===== src/rtl/rxf_pkg.sv =====
package rxf_pkg;
  localparam int unsigned DA_BYTES   = 6;
  localparam int unsigned DA_W       = 8 * DA_BYTES;
  localparam int unsigned WORD_W     = 16;
  localparam int unsigned HASH_IDX_W = 6;
  localparam int unsigned HASH_BITS  = 1 << HASH_IDX_W;
  localparam int unsigned HASH_WORDS = HASH_BITS / WORD_W;
  localparam int unsigned HASH_LSB   = 23;
  localparam logic [31:0] CRC_POLY   = 32'h04C1_1DB7;

  // CRC-32 over the address bytes in transmission order, each byte LSB first
  function automatic logic [HASH_IDX_W-1:0] bin_of(input logic [DA_W-1:0] addr);
    logic [31:0] crc;
    logic        fb;
    crc = '1;
    for (int b = 0; b < DA_BYTES; b++) begin
      for (int k = 0; k < 8; k++) begin
        fb  = crc[31] ^ addr[DA_W - 8*(b+1) + k];
        crc = {crc[30:0], 1'b0} ^ (fb ? CRC_POLY : 32'h0);
      end
    end
    return crc[HASH_LSB +: HASH_IDX_W];
  endfunction

  function automatic logic [WORD_W-1:0] swap_bytes(input logic [WORD_W-1:0] w);
    return {w[7:0], w[15:8]};
  endfunction
endpackage


===== src/rtl/rxf_cfg_regs.sv =====
module rxf_cfg_regs
  import rxf_pkg::*;
#(
  parameter int NUM_EXACT = 4,
  parameter int CFG_AW    = 6
) (
  input  logic                      clk,
  input  logic                      rst,
  input  logic                      cfg_we,
  input  logic [CFG_AW-1:0]         cfg_addr,
  input  logic [WORD_W-1:0]         cfg_wdata,
  output logic                      promisc,
  output logic                      hash_en,
  output logic [NUM_EXACT-1:0]      entry_en,
  output logic [HASH_BITS-1:0]      hash_tbl,
  output logic [NUM_EXACT*DA_W-1:0] entry_addr
);
  localparam int CTRL_ADDR  = 0;
  localparam int EN_ADDR    = 1;
  localparam int HASH_BASE  = 4;
  localparam int ENTRY_BASE = 8;
  localparam int ENTRY_STR  = 4;
  localparam int ENTRY_WRDS = DA_W / WORD_W;

  initial begin
    if (ENTRY_BASE + ENTRY_STR * NUM_EXACT > (1 << CFG_AW))
      $error("configuration space too small for the entry count");
  end

  always_ff @(posedge clk) begin
    if (rst) begin
      promisc  <= 1'b0;
      hash_en  <= 1'b0;
      entry_en <= '0;
    end else if (cfg_we) begin
      if (cfg_addr == CFG_AW'(CTRL_ADDR)) begin
        promisc <= cfg_wdata[0];
        hash_en <= cfg_wdata[1];
      end
      if (cfg_addr == CFG_AW'(EN_ADDR))
        entry_en <= cfg_wdata[NUM_EXACT-1:0];
    end
  end

  logic [WORD_W-1:0] hash_q [HASH_WORDS];

  always_ff @(posedge clk) begin
    if (rst) begin
      for (int k = 0; k < HASH_WORDS; k++) hash_q[k] <= '0;
    end else if (cfg_we) begin
      for (int k = 0; k < HASH_WORDS; k++)
        if (cfg_addr == CFG_AW'(HASH_BASE + k)) hash_q[k] <= cfg_wdata;
    end
  end

  for (genvar k = 0; k < HASH_WORDS; k++) begin : g_hash
    assign hash_tbl[k*WORD_W +: WORD_W] = hash_q[k];
  end

  for (genvar i = 0; i < NUM_EXACT; i++) begin : g_entry
    logic [WORD_W-1:0] word_q [ENTRY_WRDS];

    always_ff @(posedge clk) begin
      if (rst) begin
        for (int j = 0; j < ENTRY_WRDS; j++) word_q[j] <= '0;
      end else if (cfg_we && !entry_en[i]) begin
        for (int j = 0; j < ENTRY_WRDS; j++)
          if (cfg_addr == CFG_AW'(ENTRY_BASE + ENTRY_STR*i + j)) word_q[j] <= cfg_wdata;
      end
    end

    // low word holds the first two bytes, swapped
    for (genvar j = 0; j < ENTRY_WRDS; j++) begin : g_word
      assign entry_addr[i*DA_W + DA_W - WORD_W*(j+1) +: WORD_W] = swap_bytes(word_q[j]);

      a_r9_locked_word: assert property (@(posedge clk) disable iff (rst)
        (cfg_we && entry_en[i] && cfg_addr == CFG_AW'(ENTRY_BASE + ENTRY_STR*i + j))
        |=> $stable(word_q[j]));
    end
  end
endmodule


===== src/rtl/rxf_match.sv =====
module rxf_match
  import rxf_pkg::*;
#(
  parameter int NUM_EXACT = 4
) (
  input  logic                      clk,
  input  logic                      rst,
  input  logic                      da_valid,
  input  logic [DA_W-1:0]           da,
  input  logic                      promisc,
  input  logic                      hash_en,
  input  logic [NUM_EXACT-1:0]      entry_en,
  input  logic [NUM_EXACT*DA_W-1:0] entry_addr,
  output logic                      s1_valid,
  output logic                      s1_mcast,
  output logic                      s1_hit,
  output logic                      s1_promisc,
  output logic                      s1_hash_en,
  output logic [HASH_IDX_W-1:0]     s1_bin
);
  localparam int GROUP_BIT = DA_W - 8;

  logic [NUM_EXACT-1:0] eq_vec;

  for (genvar i = 0; i < NUM_EXACT; i++) begin : g_cmp
    assign eq_vec[i] = entry_en[i] && (entry_addr[i*DA_W +: DA_W] == da);
  end

  always_ff @(posedge clk) begin
    if (rst) begin
      s1_valid   <= 1'b0;
      s1_mcast   <= 1'b0;
      s1_hit     <= 1'b0;
      s1_promisc <= 1'b0;
      s1_hash_en <= 1'b0;
      s1_bin     <= '0;
    end else begin
      s1_valid   <= da_valid;
      s1_mcast   <= da[GROUP_BIT];
      s1_hit     <= da_valid && (|eq_vec);
      s1_promisc <= promisc;
      s1_hash_en <= hash_en;
      s1_bin     <= bin_of(da);
    end
  end

  a_r1_stage_follow: assert property (@(posedge clk) disable iff (rst)
    da_valid |=> s1_valid);
  a_r1_stage_idle: assert property (@(posedge clk) disable iff (rst)
    !da_valid |=> !s1_valid);
  a_r8_no_enabled_entry: assert property (@(posedge clk) disable iff (rst)
    (entry_en == '0) |=> !s1_hit);
endmodule


===== src/rtl/rx_addr_filter.sv =====
module rx_addr_filter
  import rxf_pkg::*;
#(
  parameter int NUM_EXACT = 4,
  parameter int CFG_AW    = 6
) (
  input  logic              clk,
  input  logic              rst,
  input  logic              cfg_we,
  input  logic [CFG_AW-1:0] cfg_addr,
  input  logic [15:0]       cfg_wdata,
  input  logic              da_valid,
  input  logic [47:0]       da,
  output logic              acc_valid,
  output logic              accept
);
  logic                      promisc, hash_en;
  logic [NUM_EXACT-1:0]      entry_en;
  logic [HASH_BITS-1:0]      hash_tbl;
  logic [NUM_EXACT*DA_W-1:0] entry_addr;

  logic                  s1_valid, s1_mcast, s1_hit, s1_promisc, s1_hash_en;
  logic [HASH_IDX_W-1:0] s1_bin;

  rxf_cfg_regs #(.NUM_EXACT(NUM_EXACT), .CFG_AW(CFG_AW)) u_cfg (
    .clk        (clk),
    .rst        (rst),
    .cfg_we     (cfg_we),
    .cfg_addr   (cfg_addr),
    .cfg_wdata  (cfg_wdata),
    .promisc    (promisc),
    .hash_en    (hash_en),
    .entry_en   (entry_en),
    .hash_tbl   (hash_tbl),
    .entry_addr (entry_addr)
  );

  rxf_match #(.NUM_EXACT(NUM_EXACT)) u_match (
    .clk        (clk),
    .rst        (rst),
    .da_valid   (da_valid),
    .da         (da),
    .promisc    (promisc),
    .hash_en    (hash_en),
    .entry_en   (entry_en),
    .entry_addr (entry_addr),
    .s1_valid   (s1_valid),
    .s1_mcast   (s1_mcast),
    .s1_hit     (s1_hit),
    .s1_promisc (s1_promisc),
    .s1_hash_en (s1_hash_en),
    .s1_bin     (s1_bin)
  );

  // flat table: word = bin[5:4], bit = bin[3:0]
  logic bin_set;
  assign bin_set = hash_tbl[s1_bin];

  always_ff @(posedge clk) begin
    if (rst) begin
      acc_valid <= 1'b0;
      accept    <= 1'b0;
    end else begin
      acc_valid <= s1_valid;
      accept    <= s1_valid && (s1_promisc || s1_hit || (s1_mcast && s1_hash_en && bin_set));
    end
  end

  a_r1_out_follow: assert property (@(posedge clk) disable iff (rst)
    s1_valid |=> acc_valid);
  a_r12_quiet_accept: assert property (@(posedge clk) disable iff (rst)
    !acc_valid |-> !accept);
  a_r2_promisc_all: assert property (@(posedge clk) disable iff (rst)
    (s1_valid && s1_promisc) |=> accept);
  a_r7_exact_hit: assert property (@(posedge clk) disable iff (rst)
    (s1_valid && s1_hit) |=> accept);
  a_r5_unicast_no_hash: assert property (@(posedge clk) disable iff (rst)
    (s1_valid && !s1_mcast && !s1_hit && !s1_promisc) |=> !accept);
  a_r4_hash_gated: assert property (@(posedge clk) disable iff (rst)
    (s1_valid && !s1_hash_en && !s1_hit && !s1_promisc) |=> !accept);
endmodule


===== config.mk =====
export PLATFORM = sky130hd
export DESIGN_NAME = rx_addr_filter
export DESIGN_NICKNAME = d
export VERILOG_FILES = /design/src/rtl/rxf_pkg.sv /design/src/rtl/rxf_cfg_regs.sv /design/src/rtl/rxf_match.sv /design/src/rtl/rx_addr_filter.sv
export SDC_FILE = /design/constraint.sdc
export NUM_CORES = 1
export LEC_CHECK = 0
export ABC_CLOCK_PERIOD_IN_PS = 5600
export BUFFER_PORTS_ARGS = -buffer_cell sky130_fd_sc_hd__buf_2
export CAP_MARGIN = 20
export CORE_MARGIN = 10
export CORE_UTILIZATION = 40
export DETAILED_ROUTE_END_ITERATION = 8
export GPL_TIMING_DRIVEN = 0
export PLACE_DENSITY_LB_ADDON = 0.15
export SETUP_SLACK_MARGIN = 0.05
export SLEW_MARGIN = 0
export SYNTH_ARGS = -nofsm -noshare
export SYNTH_HDL_FRONTEND = slang
export SYNTH_HIERARCHICAL = 1
export SYNTH_SLANG_ARGS = --single-unit
export TNS_END_PERCENT = 5

===== constraint.sdc =====
create_clock -name clk -period 5.6 [get_ports clk]
set_input_delay 0.56 -clock clk [delete_from_list [all_inputs] [get_ports clk]]
set_output_delay 0.56 -clock clk [all_outputs]
set_load 0.03 [all_outputs]

==> After elaboration in Yosys (flattened, before gate mapping) <==
Memories as Yosys holds them, arrays and structs flattened.
Index checks and enable logic that the tools add are counted.
{ "op_classes": {"reduce_logical": 22, "eq_ne": 21, "n_shift": 0, "addsub": 0, "n_div": 0, "bitwise_logic": 111, "n_mux": 132, "n_mul": 0, "n_lt_le_gt_ge": 1} }
{ "ops": {"columns": ["cell", "n"], "rows": [
  ["32-bit bitwise XOR", 45],
  ["27-bit two-way mux", 48],
  ["16-bit two-way mux", 16],
  ["48-bit equality test", 4],
  ["1-bit two-way mux", 67],
  ["1-bit bitwise XOR", 47],
  ["6-bit by 4-bit equality test with 1-bit output (second input constant)", 6],
  ["6-bit by 5-bit equality test with 1-bit output (second input constant)", 6],
  ["32-bit by 27-bit bitwise XOR with 32-bit output", 1],
  ["31-bit inverter", 1],
  ["29-bit bitwise XOR", 1],
  ["6-bit by 3-bit equality test with 1-bit output (second input constant)", 4],
  ["1-bit bitwise OR", 16],
  ["1-bit logical AND", 12],
  ["6-bit by 7-bit < comparator with 1-bit output (second input constant)", 1],
  ["1-bit binary-select mux with 6-bit select", 1],
  ["6-bit by 1-bit equality test with 1-bit output (second input constant)", 1],
  ["6-bit zero test", 1],
  ["1-bit zero test", 4],
  ["2-bit AND reduction", 2],
  ["4-bit OR reduction", 1],
  ["1-bit logical OR", 2]
]} }
{ "word_totals": {"ram_bits": 256, "latchBits": 0, "romBits": 0, "regBits": 19, "memories": 5, "word_cells": 303} }
{ "memory_table": {"columns": ["memory", "words", "word_bits", "read_ports", "rd_clocked_by_memory_dff", "write_ports", "line", "text"], "rows": [
  ["u_cfg.hash_q", 4, 16, 4, 0, 4, "rxf_cfg_regs.sv:45", "logic [WORD_W-1:0] hash_q [HASH_WORDS];"],
  ["u_cfg.g_entry[0].word_q", 3, 16, 3, 0, 3, "rxf_cfg_regs.sv:61", "logic [WORD_W-1:0] word_q [ENTRY_WRDS];"],
  ["u_cfg.g_entry[1].word_q", 3, 16, 3, 0, 3, "rxf_cfg_regs.sv:61", null],
  ["u_cfg.g_entry[2].word_q", 3, 16, 3, 0, 3, "rxf_cfg_regs.sv:61", null],
  ["u_cfg.g_entry[3].word_q", 3, 16, 3, 0, 3, "rxf_cfg_regs.sv:61", null]
]} }

==> Depth between registers and ports, before layout <==
{ "depth": {"depth_word": 143, "depth_mapped": 12, "depth_no_buf": 10} }

==> By module <==
The synthesis kept the hierarchy.
{ "by_module_without_submodules": {"columns": ["mod", "seq_area_each_um2", "cells_per_inst", "area_each_um2", "instances"], "rows": [
  ["rxf_cfg_regs", 7807.5, 475, 9043.7, 1],
  ["rxf_match", 220.2, 578, 5685.5, 1],
  ["rx_addr_filter", 40.0, 41, 664.4, 1]
]} }

==> Worst setup path after synthesis <==
Ideal clock, no wire load.
{ "synth_path": {"kind": "input to register", "start": "input port da[40]", "end": "register u_match.s1_bin[2]", "setup_time_ps": 128, "slack_ps": 1583, "path_buffers": 1, "arrival_ps": 3890, "path_stages": 11, "cell_sequence": "buf_4 xnor2_1 xnor3_1 xnor3_2 xnor3_1 xnor3_1 xnor3_1 xnor2_2 xnor3_1 xnor2_1 nor2_1"} }
{ "synth_between": {"elab_chain_len": 63, "elab_cells_between_ends": 103, "cone_classes": "mux: 28; bitwise: 75"} }
{ "synth_rtl": {"columns": ["item", "line", "text"], "rows": [
  ["from (decl)", "rx_addr_filter.sv:13", "input logic [47:0] da,"],
  ["27-bit two-way mux (*)", "rxf_pkg.sv:19", "crc = {crc[30:0], 1'b0} ^ (fb ? CRC_POLY : 32'h0);"],
  ["31-bit inverter (no source line)", null, null],
  ["32-bit bitwise XOR (*) (5 in a row)", "rxf_pkg.sv:19", null],
  ["1-bit bitwise XOR / 32-bit bitwise XOR (equally long branches)", "rxf_pkg.sv:18, rxf_pkg.sv:19", null],
  ["27-bit two-way mux / 32-bit bitwise XOR (equally long branches)", "rxf_pkg.sv:19", null],
  ["32-bit bitwise XOR (*) (6 in a row)", "rxf_pkg.sv:19", null],
  ["1-bit bitwise XOR / 32-bit bitwise XOR (equally long branches)", "rxf_pkg.sv:18, rxf_pkg.sv:19", null],
  ["27-bit two-way mux / 32-bit bitwise XOR (equally long branches)", "rxf_pkg.sv:19", null],
  ["(+30 left out)", null, null],
  ["1-bit bitwise XOR / 32-bit bitwise XOR (equally long branches)", "rxf_pkg.sv:18, rxf_pkg.sv:19", null],
  ["27-bit two-way mux / 32-bit bitwise XOR (equally long branches)", "rxf_pkg.sv:19", null],
  ["32-bit bitwise XOR (*) (9 in a row)", "rxf_pkg.sv:19", null],
  ["1-bit bitwise XOR", "rxf_pkg.sv:18", "fb = crc[31] ^ addr[DA_W - 8*(b+1) + k];"],
  ["27-bit two-way mux", "rxf_pkg.sv:19", null],
  ["32-bit bitwise XOR (*)", "rxf_pkg.sv:19", null],
  ["32-bit by 27-bit bitwise XOR with 32-bit output (*)", "rxf_pkg.sv:19", null],
  ["29-bit bitwise XOR (*)", "rxf_pkg.sv:19", null],
  ["to (signal assigned)", "rxf_match.sv:43", "s1_bin <= bin_of(da);"],
  ["to (decl)", "rxf_match.sv:19", "output logic [HASH_IDX_W-1:0] s1_bin"]
]} }
Mark *: on every way between the ends. The rest lies on a longest branch, timed or not.
A chain may end at the register's enable or synchronous reset.

==> Worst setup path in the final report <==
{ "layout_path": {"start": "input port da[37]", "end": "register u_match.s1_bin[2]"} }
{ "layout_between": {"elab_chain_len": 45, "elab_cells_between_ends": 65, "cone_classes": "mux: 15; bitwise: 50"} }
{ "layout_rtl": {"columns": ["item", "line"], "rows": [
  ["1-bit bitwise XOR (*)", "rxf_pkg.sv:18"],
  ["27-bit two-way mux (*)", "rxf_pkg.sv:19"],
  ["32-bit bitwise XOR (*) (6 in a row)", "rxf_pkg.sv:19"],
  ["1-bit bitwise XOR / 32-bit bitwise XOR (equally long branches)", "rxf_pkg.sv:18, rxf_pkg.sv:19"],
  ["27-bit two-way mux / 32-bit bitwise XOR (equally long branches)", "rxf_pkg.sv:19"],
  ["32-bit bitwise XOR (*) (6 in a row)", "rxf_pkg.sv:19"],
  ["1-bit bitwise XOR / 32-bit bitwise XOR (equally long branches)", "rxf_pkg.sv:18, rxf_pkg.sv:19"],
  ["27-bit two-way mux / 32-bit bitwise XOR (equally long branches)", "rxf_pkg.sv:19"],
  ["32-bit bitwise XOR (*) (9 in a row)", "rxf_pkg.sv:19"],
  ["1-bit bitwise XOR / 32-bit bitwise XOR (equally long branches)", "rxf_pkg.sv:18, rxf_pkg.sv:19"],
  ["27-bit two-way mux, or another cell as far along", "rxf_pkg.sv:19"],
  ["32-bit bitwise XOR (*) (10 in a row)", "rxf_pkg.sv:19"],
  ["1-bit bitwise XOR / 32-bit bitwise XOR (equally long branches)", "rxf_pkg.sv:18, rxf_pkg.sv:19"],
  ["27-bit two-way mux / 1-bit bitwise XOR (equally long branches)", "rxf_pkg.sv:19, rxf_pkg.sv:18"],
  ["32-bit bitwise XOR (*) (2 in a row)", "rxf_pkg.sv:19"],
  ["32-bit by 27-bit bitwise XOR with 32-bit output (*)", "rxf_pkg.sv:19"],
  ["29-bit bitwise XOR (*)", "rxf_pkg.sv:19"]
]} }
Marks and branches as above.

==> results.md <==
* Status: completed
* First-pass GRT wire length at 66600 µm
* CTS tree: built
* Std cell rows at between 70 and 80
* Most frequent cells in the layout: edfxtp_1, xnor2_1, xor2_1
* Pwr per Cell Area at 767 nW/µm²
* Setup crit end kind: register
* Mean Syn Cell Area at between 10 and 15 µm²
* Remaining Overflow, GRT at 0
* Antenna diodes at 0
* I/O Buffers at 34
* CP Launch Type: primary input
* Via-per-instance ratio at 5.36
* Ys async rst share at 0%
* Leakage at around 6.5 nW
* Fmax at 231 MHz
* I/O Pins at 76
* Initial Utilization at 40.7%
* Netlist cell types at 52
* Synth Register Bits at roughly 280
* Setup TNS at 0 ns
* Filler Cell Count at around 3500
* Fin. Hold Viols at 0
* Vias at just over 9000
* Largest net degree at the start of global routing at 17
* Crit path from: da[37]
* Fin worst setup slack at 1.27 ns
* Reg2reg setup slack at 3.08 ns
* Post-layout net count at 1249
* Post-synth EDFFs at about 260
* DR pass1 iterations at 7
* Layout area overhead at 13.1%
* Final min period at 4.33 ns
* Syn nets at 1168
* Slew Viols, Final at 0
* Initial DRC Count at 908
* Die H at around 220 µm
* Remaining antenna violation count at 0
* Vias in the first global route at 9307
* Ratio of cells with drive above 1 in the final layout at 14.2%
* Clk Tree Root Cell: clkbuf_16
* YS warnings at 6
* Clock Pin Slew Worst Setup and Hold Paths at roughly 0.06 ns
* RSZ-0062 raised after global routing: false
* Arrival @ worst endpoint at 4.77 ns
* Hold WC Path Type: in -> reg
* H-tree Lvls at 1
* Seq/Total Area, Yosys at 52.4%
* Fin Clk Skew at 0.0234 ns
* Most common cell after layout, fill and taps aside: edfxtp_1
* Worst skew pair latency at 0.58 ns
* Worst-case clock buffer depth at 3
* Gate Count Post-Synth at roughly 1100
* Endpoints failing setup at 0
* Max_cap viols at 0
* Worst-margin pin slew at 1.08 ns
* GP Congestion at 0.908
* Mapped Area at about 15000 µm²
* Die footprint at 46700 µm²
* Crit Path Category: in -> reg
* Fin crit share at 77.4%
* R2r endpoint: u_match/s1_hit
* Antenna violations before repair at 2
* CTS buffer count at 30
* Max IR drop VDD at approximately 1.5 mV
* Main flop type after synthesis: edfxtp_1
* Slew margin rel. at between 20 and 30%
* Peak fanout along the critical path at 9
* Setup Fix Bufs, Post-CTS at 0
* R2R cell count at 7
* GRT Util Overall at roughly 20%
* Worst Path Required at 6.03 ns
* CTS sink count at 275
* R2r startpoint: u_cfg/g_entry[0].word_q[0][26]
* Pre-CTS setup slack at ~0.8 ns
* Routed wire length at 47100 µm
* Chip Width at roughly 220 µm
* Post_cts resized at 0
* Hpwl dp at 34200 µm
* Core ar. at roughly 38000 µm²
* Hold_buf cts at 0
* Post-route DRC at 0
* Wire per inst at 27.5 µm
* CP Capture Point: u_match/s1_bin[2]
logic make-up after synthesis:
group / synth area share, %
flip-flops: 52.4
XOR/XNOR: 29.4
multiplexers: 3.78
AND/OR/NAND/NOR: 9.48
AO/OA/AOI/OAI: 2.07
buffers and inverters: 2.83
worst max-delay path, cell delays in order:
cell and delay (ns):
clkbuf_1 0.78, xnor3_1 0.48, xor2_1 0.28, xnor3_1 0.53, xnor2_1 0.36, xnor3_1 0.44, xnor3_1 0.47, xnor2_2 0.20
xnor3_1 0.43, xnor2_1 0.17, nor2_1 0.06
flip-flops by register name (all words and copies together), names as in the netlist:
register,flops
acc_valid,1
accept,1
u_cfg/entry_en,4
u_cfg/g_entry.word_q,192
u_cfg/hash_en,1
u_cfg/hash_q,64
u_cfg/promisc,1
u_match/s1_bin,6
u_match/s1_hash_en,1
u_match/s1_hit,1
u_match/s1_mcast,1
u_match/s1_promisc,1
u_match/s1_valid,1
cells in the mapped netlist (2+ instances only):
master	count	area [µm²]
nand2b_1	12	75.1
or2_2	2	12.5
o21bai_1	16	120
mux4_1	10	263
inv_1	19	71.3
and2_1	65	407
nor3_1	4	20.0
a221o_1	2	20.0
xnor2_1	168	1470
dfxtp_1	19	380
buf_1	2	7.51
nand4_1	25	156
a21oi_1	2	10.0
edfxtp_1	256	7690
nand3b_1	2	15.0
xor2_1	152	1330
xnor3_2	5	119
o22ai_1	7	43.8
nor4_1	34	213
nor2b_1	6	37.5
mux2i_1	15	150
mux4_2	7	158
xnor3_1	57	1280
nor4_4	5	106
xor3_1	5	119
a22o_1	3	26.3
nand2_1	19	71.3
xnor2_2	10	163
nor2_1	72	270
clkbuf_1	39	146
nand3_1	4	20.0
o2bb2ai_1	2	17.5
a22oi_1	2	15.0
o21ai_0	3	15.0
buf_4	5	37.5
buf_2	17	85.1
buf_6	6	67.6
stage by stage:
stage                     util (%)  area, µm²  hold slack [ns]  power (mW)  cells
final                         46.0      17400            0.338        13.4   1710
after global routing          46.0      17400            0.338        14.0   1710
after CTS                     46.0      17400            0.330        13.5   1710
after detailed placement      43.5      16500            0.465        11.4   1654
after global placement        42.8      16200            0.457        11.4   1639
after floorplan                  -      15400            0.439        10.1   1094
how the worst min path moves through the flow:
| stage | start | endpoint | slack [ns] | cells past startpoint |
|---|---|---|---|---|
| 2_1_floorplan | u_cfg/hash_en | u_match/s1_hash_en | 0.44 | 1 |
| 3_3_place_gp | u_cfg/promisc | u_match/s1_promisc | 0.46 | 1 |
| 6_report | da_valid | u_match/s1_valid | 0.34 | 2 |
| 5_1_grt | da_valid | u_match/s1_valid | 0.34 | 2 |
| 3_5_place_dp | u_cfg/promisc | u_match/s1_promisc | 0.46 | 1 |
| 4_1_cts | da_valid | u_match/s1_valid | 0.33 | 2 |
final cells by class:
cell class                 count  area, µm²  share of cell area, %
sequential                   275       8070                   46.3
multi-input combinational    730       6940                   39.9
clock buffer                  34        787                   4.52
tap                          511        639                   3.67
timing repair buffer          49        369                   2.12
buffer                        70        364                   2.09
clock inverter                22        173                  0.992
inverter                      19       71.3                  0.410
power by group:
group | switching (mW) | internal, mW | leakage, nW
clock network | 0.804 | 1.14 | 0.479
registers | 0.0500 | 2.45 | 2.59
logic | 3.72 | 5.19 | 3.39
metal layers:
| layer | vias to the layer above | routed length, µm | track usage (%) |
|---|---|---|---|
| met5 | - | 13 | 0 |
| met4 | 2 | 1730 | 7.34 |
| met3 | 81 | 3420 | 2.83 |
| met2 | 391 | 22000 | 31.8 |
| met1 | 4665 | 19900 | 26.6 |
| li1 | 4025 | - | - |
(Power assumes the default switching activity.)
